$ cat config.mk
export PLATFORM = sky130hd
export DESIGN_NAME = instr_cycle_ctrl
export DESIGN_NICKNAME = d
export VERILOG_FILES = /design/src/rtl/icc_pkg.sv /design/src/rtl/icc_sequencer.sv /design/src/rtl/icc_datapath.sv /design/src/rtl/instr_cycle_ctrl.sv
export SDC_FILE = /design/constraint.sdc
export NUM_CORES = 1
export LEC_CHECK = 0
export ABC_AREA = 0
export BUFFER_PORTS_ARGS = -buffer_cell sky130_fd_sc_hd__buf_2
export CORE_ASPECT_RATIO = 2
export CORE_MARGIN = 2
export CORE_UTILIZATION = 56
export CTS_CLUSTER_DIAMETER = 50
export DETAILED_ROUTE_END_ITERATION = 8
export PLACE_DENSITY = 0.8
export SLEW_MARGIN = 10
export SYNTH_ARGS = -nofsm -noshare
export SYNTH_HDL_FRONTEND = slang
export SYNTH_HIERARCHICAL = 1
export SYNTH_SLANG_ARGS = --single-unit
$ cat constraint.sdc
create_clock -name clk -period 3.1 [get_ports clk]
set_input_delay 0.31 -clock clk [delete_from_list [all_inputs] [get_ports clk]]
set_output_delay 0.31 -clock clk [all_outputs]
set_load 0.01 [all_outputs]
$ cat src/rtl/icc_pkg.sv
// Shared types for the instruction cycle controller.
// Assumes a 3-bit opcode field; the cycle and step encodings are visible at the top ports.
package icc_pkg;

    typedef enum logic [1:0] {
        CY_FETCH = 2'd0,
        CY_IND   = 2'd1,
        CY_EXE   = 2'd2,
        CY_INT   = 2'd3
    } cyc_e;

    localparam logic [2:0] OP_ADD = 3'd1;
    localparam logic [2:0] OP_ISZ = 3'd2;
    localparam logic [2:0] OP_BSA = 3'd3;

    typedef enum logic [1:0] {MAR_HOLD, MAR_PC, MAR_IRA, MAR_SAVE} mar_sel_e;
    typedef enum logic [1:0] {MBR_HOLD, MBR_MEM, MBR_PC, MBR_INC} mbr_sel_e;
    typedef enum logic [2:0] {PC_HOLD, PC_INC, PC_IRA, PC_SVC, PC_SKIPZ} pc_sel_e;

    typedef struct packed {
        mar_sel_e mar_sel;
        mbr_sel_e mbr_sel;
        pc_sel_e  pc_sel;
        logic     ir_ld;
        logic     ira_ld;
        logic     r1_add;
        logic     mem_rd;
        logic     mem_wr;
        logic     ien_clr;
    } ctrl_t;

endpackage

$ cat src/rtl/icc_sequencer.sv
// Cycle/step state machine: turns (cycle, step, opcode) into transfer enables.
// Assumes the indirect flag of the incoming word is presented from MBR during fetch t3.
module icc_sequencer
    import icc_pkg::*;
#(
    parameter int OPC_W = 3
) (
    input  logic             clk,
    input  logic             rst_n,
    input  logic             irq,
    input  logic             ien,
    input  logic             fetch_ind,
    input  logic [OPC_W-1:0] opc,
    output cyc_e             cyc,
    output logic [1:0]       step,
    output ctrl_t            ctrl
);

    cyc_e       cyc_q, cyc_d;
    logic [1:0] step_q, step_d;
    logic       exe_done;
    logic       op_add, op_isz, op_bsa, op_known;

    assign op_add   = (opc == OPC_W'(OP_ADD));
    assign op_isz   = (opc == OPC_W'(OP_ISZ));
    assign op_bsa   = (opc == OPC_W'(OP_BSA));
    assign op_known = op_add | op_isz | op_bsa;

    // Decode the current step into transfers and choose the next step.
    always_comb begin
        ctrl     = '0;
        cyc_d    = cyc_q;
        step_d   = step_q + 2'd1;
        exe_done = 1'b0;
        unique case (cyc_q)
            CY_FETCH: begin
                case (step_q)
                    2'd0: ctrl.mar_sel = MAR_PC;
                    2'd1: begin
                        ctrl.mbr_sel = MBR_MEM;
                        ctrl.mem_rd  = 1'b1;
                        ctrl.pc_sel  = PC_INC;
                    end
                    default: begin
                        ctrl.ir_ld = 1'b1;
                        cyc_d      = fetch_ind ? CY_IND : CY_EXE;
                        step_d     = 2'd0;
                    end
                endcase
            end
            CY_IND: begin
                case (step_q)
                    2'd0: ctrl.mar_sel = MAR_IRA;
                    2'd1: begin
                        ctrl.mbr_sel = MBR_MEM;
                        ctrl.mem_rd  = 1'b1;
                    end
                    default: begin
                        ctrl.ira_ld = 1'b1;
                        cyc_d       = CY_EXE;
                        step_d      = 2'd0;
                    end
                endcase
            end
            CY_EXE: begin
                case (step_q)
                    2'd0: begin
                        if (op_known) ctrl.mar_sel = MAR_IRA;
                        if (op_bsa)   ctrl.mbr_sel = MBR_PC;
                        if (!op_known) exe_done = 1'b1;
                    end
                    2'd1: begin
                        if (op_bsa) begin
                            ctrl.pc_sel = PC_IRA;
                            ctrl.mem_wr = 1'b1;
                        end else begin
                            ctrl.mbr_sel = MBR_MEM;
                            ctrl.mem_rd  = 1'b1;
                        end
                    end
                    2'd2: begin
                        if (op_add) begin
                            ctrl.r1_add = 1'b1;
                            exe_done    = 1'b1;
                        end else if (op_isz) begin
                            ctrl.mbr_sel = MBR_INC;
                        end else begin
                            ctrl.pc_sel = PC_INC;
                            exe_done    = 1'b1;
                        end
                    end
                    default: begin
                        ctrl.mem_wr = 1'b1;
                        ctrl.pc_sel = PC_SKIPZ;
                        exe_done    = 1'b1;
                    end
                endcase
            end
            default: begin
                case (step_q)
                    2'd0: begin
                        ctrl.mbr_sel = MBR_PC;
                        ctrl.ien_clr = 1'b1;
                    end
                    2'd1: begin
                        ctrl.mar_sel = MAR_SAVE;
                        ctrl.pc_sel  = PC_SVC;
                    end
                    default: begin
                        ctrl.mem_wr = 1'b1;
                        cyc_d       = CY_FETCH;
                        step_d      = 2'd0;
                    end
                endcase
            end
        endcase
        if (exe_done) begin
            cyc_d  = (irq && ien) ? CY_INT : CY_FETCH;
            step_d = 2'd0;
        end
    end

    // Hold the cycle and step; reset lands on fetch t1.
    always_ff @(posedge clk) begin
        if (!rst_n) begin
            cyc_q  <= CY_FETCH;
            step_q <= 2'd0;
        end else begin
            cyc_q  <= cyc_d;
            step_q <= step_d;
        end
    end

    assign cyc  = cyc_q;
    assign step = step_q;

    AST_RD_WR_EXCL: assert property (@(posedge clk) disable iff (!rst_n)
        !(ctrl.mem_rd && ctrl.mem_wr));
    AST_RD_ONLY_T2: assert property (@(posedge clk) disable iff (!rst_n)
        ctrl.mem_rd |-> (step_q == 2'd1));
    AST_IND_TO_EXE: assert property (@(posedge clk) disable iff (!rst_n)
        (cyc_q == CY_IND && step_q == 2'd2) |=> (cyc_q == CY_EXE && step_q == 2'd0));
    AST_INT_TO_FETCH: assert property (@(posedge clk) disable iff (!rst_n)
        (cyc_q == CY_INT && step_q == 2'd2) |=> (cyc_q == CY_FETCH && step_q == 2'd0));
    AST_INT_ENTRY_REQ: assert property (@(posedge clk) disable iff (!rst_n)
        (cyc_q == CY_INT && step_q == 2'd0) |-> ($past(irq) && $past(ien)));

endmodule

$ cat src/rtl/icc_datapath.sv
// Register file of the machine: PC, MAR, MBR, IR, accumulator and interrupt enable.
// Assumes mem_rdata is valid combinationally for the current MAR during a read step.
module icc_datapath
    import icc_pkg::*;
#(
    parameter int               DATA_W    = 16,
    parameter int               ADDR_W    = 12,
    parameter logic [ADDR_W-1:0] SAVE_ADDR = 12'h100,
    parameter logic [ADDR_W-1:0] SVC_ADDR  = 12'h101
) (
    input  logic              clk,
    input  logic              rst_n,
    input  ctrl_t             ctrl,
    input  logic [DATA_W-1:0] mem_rdata,
    output logic [ADDR_W-1:0] pc,
    output logic [ADDR_W-1:0] mar,
    output logic [DATA_W-1:0] mbr,
    output logic [DATA_W-1:0] ir,
    output logic [DATA_W-1:0] r1,
    output logic              ien
);

    logic [ADDR_W-1:0] pc_q, mar_q;
    logic [DATA_W-1:0] mbr_q, ir_q, r1_q;
    logic              ien_q;
    logic              mbr_zero;

    assign mbr_zero = (mbr_q == '0);

    // Program counter update.
    always_ff @(posedge clk) begin
        if (!rst_n) begin
            pc_q <= '0;
        end else begin
            case (ctrl.pc_sel)
                PC_INC:   pc_q <= pc_q + 1'b1;
                PC_IRA:   pc_q <= ir_q[ADDR_W-1:0];
                PC_SVC:   pc_q <= SVC_ADDR;
                PC_SKIPZ: if (mbr_zero) pc_q <= pc_q + 1'b1;
                default:  pc_q <= pc_q;
            endcase
        end
    end

    // Memory address and buffer registers.
    always_ff @(posedge clk) begin
        if (!rst_n) begin
            mar_q <= '0;
            mbr_q <= '0;
        end else begin
            case (ctrl.mar_sel)
                MAR_PC:   mar_q <= pc_q;
                MAR_IRA:  mar_q <= ir_q[ADDR_W-1:0];
                MAR_SAVE: mar_q <= SAVE_ADDR;
                default:  mar_q <= mar_q;
            endcase
            case (ctrl.mbr_sel)
                MBR_MEM: mbr_q <= mem_rdata;
                MBR_PC:  mbr_q <= DATA_W'(pc_q);
                MBR_INC: mbr_q <= mbr_q + 1'b1;
                default: mbr_q <= mbr_q;
            endcase
        end
    end

    // Instruction register, accumulator and interrupt enable.
    always_ff @(posedge clk) begin
        if (!rst_n) begin
            ir_q  <= '0;
            r1_q  <= '0;
            ien_q <= 1'b1;
        end else begin
            if (ctrl.ir_ld)
                ir_q <= mbr_q;
            else if (ctrl.ira_ld)
                ir_q[ADDR_W-1:0] <= mbr_q[ADDR_W-1:0];
            if (ctrl.r1_add)
                r1_q <= r1_q + mbr_q;
            if (ctrl.ien_clr)
                ien_q <= 1'b0;
        end
    end

    assign pc  = pc_q;
    assign mar = mar_q;
    assign mbr = mbr_q;
    assign ir  = ir_q;
    assign r1  = r1_q;
    assign ien = ien_q;

    AST_IEN_ONE_WAY: assert property (@(posedge clk) disable iff (!rst_n)
        !$rose(ien_q));
    AST_NO_SKIP_NONZERO: assert property (@(posedge clk) disable iff (!rst_n)
        (ctrl.pc_sel == PC_SKIPZ && !mbr_zero) |=> $stable(pc_q));

endmodule

$ cat src/rtl/instr_cycle_ctrl.sv
// Top of the instruction cycle controller: sequencer plus register datapath.
// Assumes external memory with combinational read at mem_addr and write on the rising edge.
module instr_cycle_ctrl
    import icc_pkg::*;
#(
    parameter int               DATA_W    = 16,
    parameter int               ADDR_W    = 12,
    parameter logic [ADDR_W-1:0] SAVE_ADDR = 12'h100,
    parameter logic [ADDR_W-1:0] SVC_ADDR  = 12'h101
) (
    input  logic              clk,
    input  logic              rst_n,
    input  logic              irq,
    input  logic [DATA_W-1:0] mem_rdata,
    output logic [ADDR_W-1:0] mem_addr,
    output logic [DATA_W-1:0] mem_wdata,
    output logic              mem_rd,
    output logic              mem_wr,
    output logic [ADDR_W-1:0] pc_o,
    output logic [DATA_W-1:0] ir_o,
    output logic [DATA_W-1:0] r1_o,
    output logic              ien_o,
    output logic [1:0]        cycle_o,
    output logic [1:0]        step_o
);

    localparam int OPC_W = DATA_W - ADDR_W - 1;

    cyc_e              cyc;
    logic [1:0]        step;
    ctrl_t             ctrl;
    logic [DATA_W-1:0] mbr, ir;
    logic              ien;

    icc_sequencer #(.OPC_W(OPC_W)) u_seq (
        .clk       (clk),
        .rst_n     (rst_n),
        .irq       (irq),
        .ien       (ien),
        .fetch_ind (mbr[DATA_W-1]),
        .opc       (ir[DATA_W-2:ADDR_W]),
        .cyc       (cyc),
        .step      (step),
        .ctrl      (ctrl)
    );

    icc_datapath #(
        .DATA_W    (DATA_W),
        .ADDR_W    (ADDR_W),
        .SAVE_ADDR (SAVE_ADDR),
        .SVC_ADDR  (SVC_ADDR)
    ) u_dp (
        .clk       (clk),
        .rst_n     (rst_n),
        .ctrl      (ctrl),
        .mem_rdata (mem_rdata),
        .pc        (pc_o),
        .mar       (mem_addr),
        .mbr       (mbr),
        .ir        (ir),
        .r1        (r1_o),
        .ien       (ien)
    );

    assign mem_wdata = mbr;
    assign mem_rd    = ctrl.mem_rd;
    assign mem_wr    = ctrl.mem_wr;
    assign ir_o      = ir;
    assign ien_o     = ien;
    assign cycle_o   = cyc;
    assign step_o    = step;

    AST_PC_AFTER_READ: assert property (@(posedge clk) disable iff (!rst_n)
        (cycle_o == 2'd0 && step_o == 2'd1) |=> (pc_o == $past(pc_o) + 1'b1));
    AST_IR_HELD_LATE: assert property (@(posedge clk) disable iff (!rst_n)
        (cycle_o == 2'd2 || cycle_o == 2'd3) |=> $stable(ir_o));

endmodule

==> results of run 1 <==
-- area by class of cell --
type                       count  area [um2]
multi-input combinational    484        3140
fill                         750        2790
sequential                    77        1540
timing repair buffer         109         576
clock buffer                   9         225
tap                          100         125
inverter                      30         113
clock inverter                 7        81.3
-- registers in the layout (all words and copies together) (netlist names) --
name / count
u_dp/mar: 12
u_dp/pc: 12
u_dp/ien: 1
u_dp/ir: 16
u_seq/cyc: 2
u_seq/step: 2
u_dp/r1: 16
u_dp/mbr: 16
-- worst max-delay path by stage --
stage | start | to | slack (ps) | depth (start not counted)
6_report | u_seq/step[0] | u_dp/pc[0] | 440 | 7
5_1_grt | u_dp/mbr[0] | u_dp/r1[10] | 310 | 7
4_1_cts | u_seq/step[0] | u_dp/pc[0] | 450 | 7
3_5_place_dp | u_seq/step[0] | u_dp/pc[0] | 460 | 7
3_3_place_gp | u_seq/step[0] | u_dp/pc[0] | 530 | 7
2_1_floorplan | u_seq/step[0] | u_dp/pc[11] | 700 | 8
-- per-stage QoR --
stage / utilization, % / std cells / worst slack [ps] / instance area, um2 / power, mW
CTS: 67.6 / 816 / 450 / 5800 / 4.67
floorplan: - / 628 / 705 / 4920 / 2.89
global placement: 64.0 / 800 / 534 / 5500 / 3.50
global route: 67.6 / 816 / 313 / 5800 / 4.98
finish: 67.6 / 816 / 440 / 5800 / 4.70
detailed placement: 64.0 / 800 / 460 / 5500 / 3.57
-- cell usage in the layout (no fill, tap or decap), types with 8 or more instances in the layout --
master     Yosys  routed
clkbuf_16      0       9
a31oi_1       10      10
nor2_1        37      37
nand3_1       23      23
and2_1        15      15
inv_1         29      29
and3_1         9       9
buf_4          0      12
o211ai_1      12      12
a21o_1         8       8
buf_2          8      97
ha_1          22      22
nor2b_1       12      12
nand2_1       70      70
a21oi_1       52      52
mux2i_1       21      21
dfxtp_1       77      77
o21ai_0       64      64
o22ai_1        8       8
-- report_power, final --
group | switching (mW) | internal [mW] | total [mW] | leakage (nW)
clock | 0.456 | 0.633 | 1.09 | 0.147
sequential | 0.351 | 1.17 | 1.52 | 0.625
combinational | 1.29 | 0.802 | 2.09 | 1.67
total | 2.10 | 2.60 | 4.70 | 2.45
-- cell usage after synthesis, drive strengths merged (4+ instances only) --
cell | n | share of area, %
inv | 30 | 2.3
a211o | 4 | 0.71
a211oi | 7 | 1.1
xnor2 | 4 | 0.71
nor2b | 13 | 1.7
a32o | 5 | 1.0
mux2i | 21 | 4.3
nand4 | 6 | 0.76
a21oi | 52 | 5.3
a21o | 8 | 1.2
buf | 12 | 1.3
ha | 22 | 5.6
clkbuf | 25 | 1.9
a21boi | 6 | 0.91
nand3 | 23 | 2.3
o21ai | 64 | 6.5
a31oi | 10 | 1.3
nor4 | 6 | 0.76
nor3b | 5 | 0.76
nand2 | 70 | 5.3
nand2b | 4 | 0.51
nor2 | 37 | 2.8
nand3b | 6 | 0.91
and3 | 9 | 1.1
o22ai | 8 | 1.0
dfxtp | 77 | 31
o211ai | 12 | 1.8
nor3 | 7 | 0.71
a221oi | 5 | 0.89
and2 | 16 | 2.0
-- routing by layer --
layer,vias up,global-route usage [%]
li1,2483,-
met1,2527,33.7
met2,283,54.8
met3,70,5.52
met4,0,20.0
met5,-,0
-- critical path, stage by stage (launching register included) --
cell     delay [ps]
dfxtp_1         350
ha_1            350
or4_1           560
a22oi_2         270
nor2_1          150
mux2_4          390
or3_1           360
a31oi_1         150
-- cells by family after synthesis --
group                      after synthesis  share of synthesized area (%)
and+or+nand+nor                        219                           23.1
AOI/OAI and AO/OA                      210                           27.1
DFF                                     77                           31.3
buffers and inverters                   67                           5.49
muxes                                   26                           5.95
adders and majority gates               23                           6.00
xor gates and xnor gates                 6                           1.07
==> results.md, run 1 <==
* Slew HR at 45.5%
* Met3 wire length at 911 um
* Clock root buffer: clkbuf_16
* Clock Pin Slew Worst Setup and Hold Paths at 70 ps
* Ys flop type: dfxtp_1
* Yosys Warn Count at 6
* R2r endpoint: u_dp/pc[0]
* First-pass DRT Iterations at 6
* Global placer's final weighted congestion at 0.888
* Post-Synthesis Cells at 628
* Metal2 WL at 8000 um
* Final hold slack at 285 ps
* Die area at 9600 um2
* Antenna Nets Post-Route at 0
* Final Setup Violations at 0
* Unrepaired setup endpoints after global routing: no
* 1st-iter DRT viols at 627
* Avg Cell Area, Syn at 7.84 um2
* Grt ovf at 0
* CTS tree: yes
* CP Max Fanout at 13
* Cell variety after synth at 71
* Syn nets at 670
* VDD IR max at 0.390 mV
* Worst Max-Slew Pin Slew at 817 ps
* Initial Util at 57.3%
* Chip Height at 137 um
* TritonCTS buffer count at 9
* Min-Delay Startpoint: mem_rdata[5]
* M1 WL at 5550 um
* Reg2reg setup slack at 440 ps
* Final nets at 753
* Post-CTS Resized at 0
* Yosys reg bits at 77
* Area delta synth->final at 17.8%
* Hold Path Class: in2reg
* Later-pin clock latency in the skew report at 350 ps
* Die Wd at 70.3 um
* Seq/Total Area, Yosys at 31.3%
* Hold-critical path endpoint: u_dp/mbr[5]
* Pwr dens at 810 nW/um2
* Clock Tree Buf Depth at 2
* Row count at 48
* First-pass GRT wire length at 24100 um
* Ports at 98
* # diodes at 0
* Startpoint types: flop
* Sink Count at 77
* Dpl hpwl at 11200 um
* Initial antenna violation count at 0
* Hold Buf Count CTS at 0
* Static Leak at 2.45 nW
* Clock Skews at 8.67 ps
* Post-synth EDFFs at 0
* Via count at 5363
* PortBufs at 97
* Max frequency at 376 MHz
* Critical Path AT at 2930 ps
* Largest net degree at the start of global routing at 57
* Max H-tree Level at 3
* Worst hold stages at 3
* Vias/cell at 6.57
* Top routing layer used: met4
* Max Slew Vio Count at 0
* Max-cap violations at 0
* R2r startpoint: u_seq/step[0]
* Crit end category: flop
* Setup_tns at 0 ps
* Layout cells sized above 1 at 20.4%
* Ys async rst share at 0%
* Total core area at 8590 um2
* Routed WL at 15300 um
* Worst reg2reg path depth at 7
* Final Hold Vio Count at 0
* Min Tclk post-route at 2660 ps
* Tcrit/Tclk final at 85.8%
* Post-CTS setup buffers at 0
* All-Layer GR Usage at 31.1%
* Required time of the critical path at 3370 ps
* Vias in the first global route at 4998
* Mapped Area at 4920 um2
* Status: complete, no violations
* DRC at 0
* DR WL/cell at 18.7 um
* Setup CP Type: reg2reg
(Power assumes the default switching activity.)
==> run 2: changes to the inputs <==
CORE_UTILIZATION = 51   (was 56)
GPL_TIMING_DRIVEN = 0   (was default)
MAX_ROUTING_LAYER = met4   (was default)
PLACE_DENSITY = 0.77   (was 0.8)
clock period = 2.4 ns   (was 3.1 ns; I/O delays follow)
==> run 2 against run 1 <==
Compared with the run above: clock power grew 48%; setup slack lost 400 ps; worst hold slack lost 70 ps; non-clock buffer count grew 29; largest power group unchanged; sequential power grew 28%; highest routed layer unchanged.
==> results.md, run 2 (synthesized netlist as in run 1, its figures left out) <==
* Status: complete, no violations
* 1st-iter DRT viols at 628
* Commonest non-fill, non-tap cells in the layout: buf_2 (103), dfxtp_1 (73), nand2_1 (69)
* Slew HR at 56.9%
* Routed WL at 16900 um
* First-pass DRT Iterations at 6
* Post-DP Area at 5540 um2
* Clock Skews at 7.77 ps
* Sequential Power Share at 29.1%
* Static Leak at 2.57 nW
* DRC at 0
* Dpl hpwl at 12400 um
* Clock Power Share at 24.2%
* Net Switching at 2.94 mW
* Max-cap violations at 0
* Total internal power at 3.73 mW
* First-pass GRT wire length at 26000 um
* Critical Path AT at 2570 ps
* Via count at 5488
* Pwr dens at 1090 nW/um2
* Antenna Nets Post-Route at 0
* Fin area at 6110 um2
* Setup CP Type: reg2reg
* Total core area at 9380 um2
* Largest net degree at the start of global routing at 15
* Pwr Total at 6.67 mW
* Startpoint types: flop
* Required time of the critical path at 2610 ps
* TritonCTS buffer count at 9
* DR WL/cell at 19.9 um
* Initial antenna violation count at 0
* Reg2reg setup slack at 40 ps
* Chip Height at 143 um
* Area delta synth->final at 24.1%
* Initial Util at 52.5%
* Min Tclk post-route at 2360 ps
* VDD IR max at 0.539 mV
* Hold Path Class: in2reg
* Max Slew Vio Count at 0
* Vias/cell at 6.46
* Tcrit/Tclk final at 98.5%
* Row count at 50
* CP Max Fanout at 10
* Crit end category: flop
* Final nets at 782
* PortBufs at 97
* CTS tree: yes
* Layout cells sized above 1 at 24.7%
* Vias in the first global route at 5266
* Leading cell type in the layout, fill and taps excluded: buf_2
* Sink Count at 77
* Die Wd at 73.5 um
* All-Layer GR Usage at 32.8%
* Clock Tree Buf Depth at 2
* Global placer's final weighted congestion at 1.12
* Clock Pin Slew Worst Setup and Hold Paths at 70 ps
* Hold Buf Count CTS at 0
* Final Setup Violations at 0
* Ports at 98
* Clock root buffer: clkbuf_16
* Final Hold Vio Count at 0
* Unrepaired setup endpoints after global routing: yes
* Max frequency at 423 MHz
* Net Sw Frac at 44.0%
* Max H-tree Level at 3
* Grt ovf at 0
* Die area at 10500 um2
* # diodes at 0
* Combinational power share at 46.7%
* Later-pin clock latency in the skew report at 350 ps
* Worst Max-Slew Pin Slew at 647 ps
[run 2: final timing paths]
kind,depth (start not counted),from,end
setup / recovery,10,u_seq/step[0],u_dp/pc[3]
hold / removal,3,mem_rdata[10],u_dp/mbr[10]
setup reg to reg,10,u_seq/step[0],u_dp/pc[3]
hold reg to reg,2,u_dp/r1[14],u_dp/r1[14]
[run 2: routing by layer]
layer	GRT usage, %	part of all wire (%)	wire [um]
met1	32.9	35	5920
met2	57.9	54	9190
met3	4.23	5.8	973
met4	20.0	4.8	802
met5	-	0	0
[run 2: per-stage QoR]
stage / cells / setup TNS, ps / utilization [%] / setup WS (ps) / hold slack [ps]
after CTS: 847 / 0 / 63.9 / 15.3 / 207
after global routing: 849 / -546 / 65.1 / -75.5 / 238
final: 849 / 0 / 65.1 / 35.3 / 214
after floorplan: 628 / 0 / - / 4.66 / 371
after global placement: 829 / -12320 / 59.0 / -533 / 465
after detailed placement: 829 / -14320 / 59.0 / -612 / 472
[run 2: cell type report]
cell class / count / area [um2]
fillers: 826 / 3270
multi-input cells: 484 / 3240
flip-flops and latches: 77 / 1550
repair buffers: 103 / 543
clock buffers: 9 / 225
plain buffers: 35 / 195
well taps: 104 / 130
clock inverters: 7 / 124
inverters: 30 / 113
[run 2: power by group through the flow]
stage               clock network [mW]  registers (mW)  logic [mW]
CTS                               1.62            1.92        2.91
detailed placement                   0            1.94        2.74
global route                      1.67            1.98        3.34
global placement                     0            1.93        2.67
floorplan                            0            1.93        1.81
finish                            1.61            1.94        3.12
[run 2: repair_timing]
item	CTS	global route
resized for setup	29	39
endpoints found under the setup margin	43	56
pin swaps	1	8
buffers inserted	2	4
[run 2: worst max-delay path: stages (launching register included)]
cell and delay (ps):
dfxtp_2 340, inv_2 60, ha_2 190, inv_2 60, or4_4 470, a22oi_2 190
nor2_2 80, mux2_4 340, buf_6 150, o21ai_0 230, a21oi_1 110
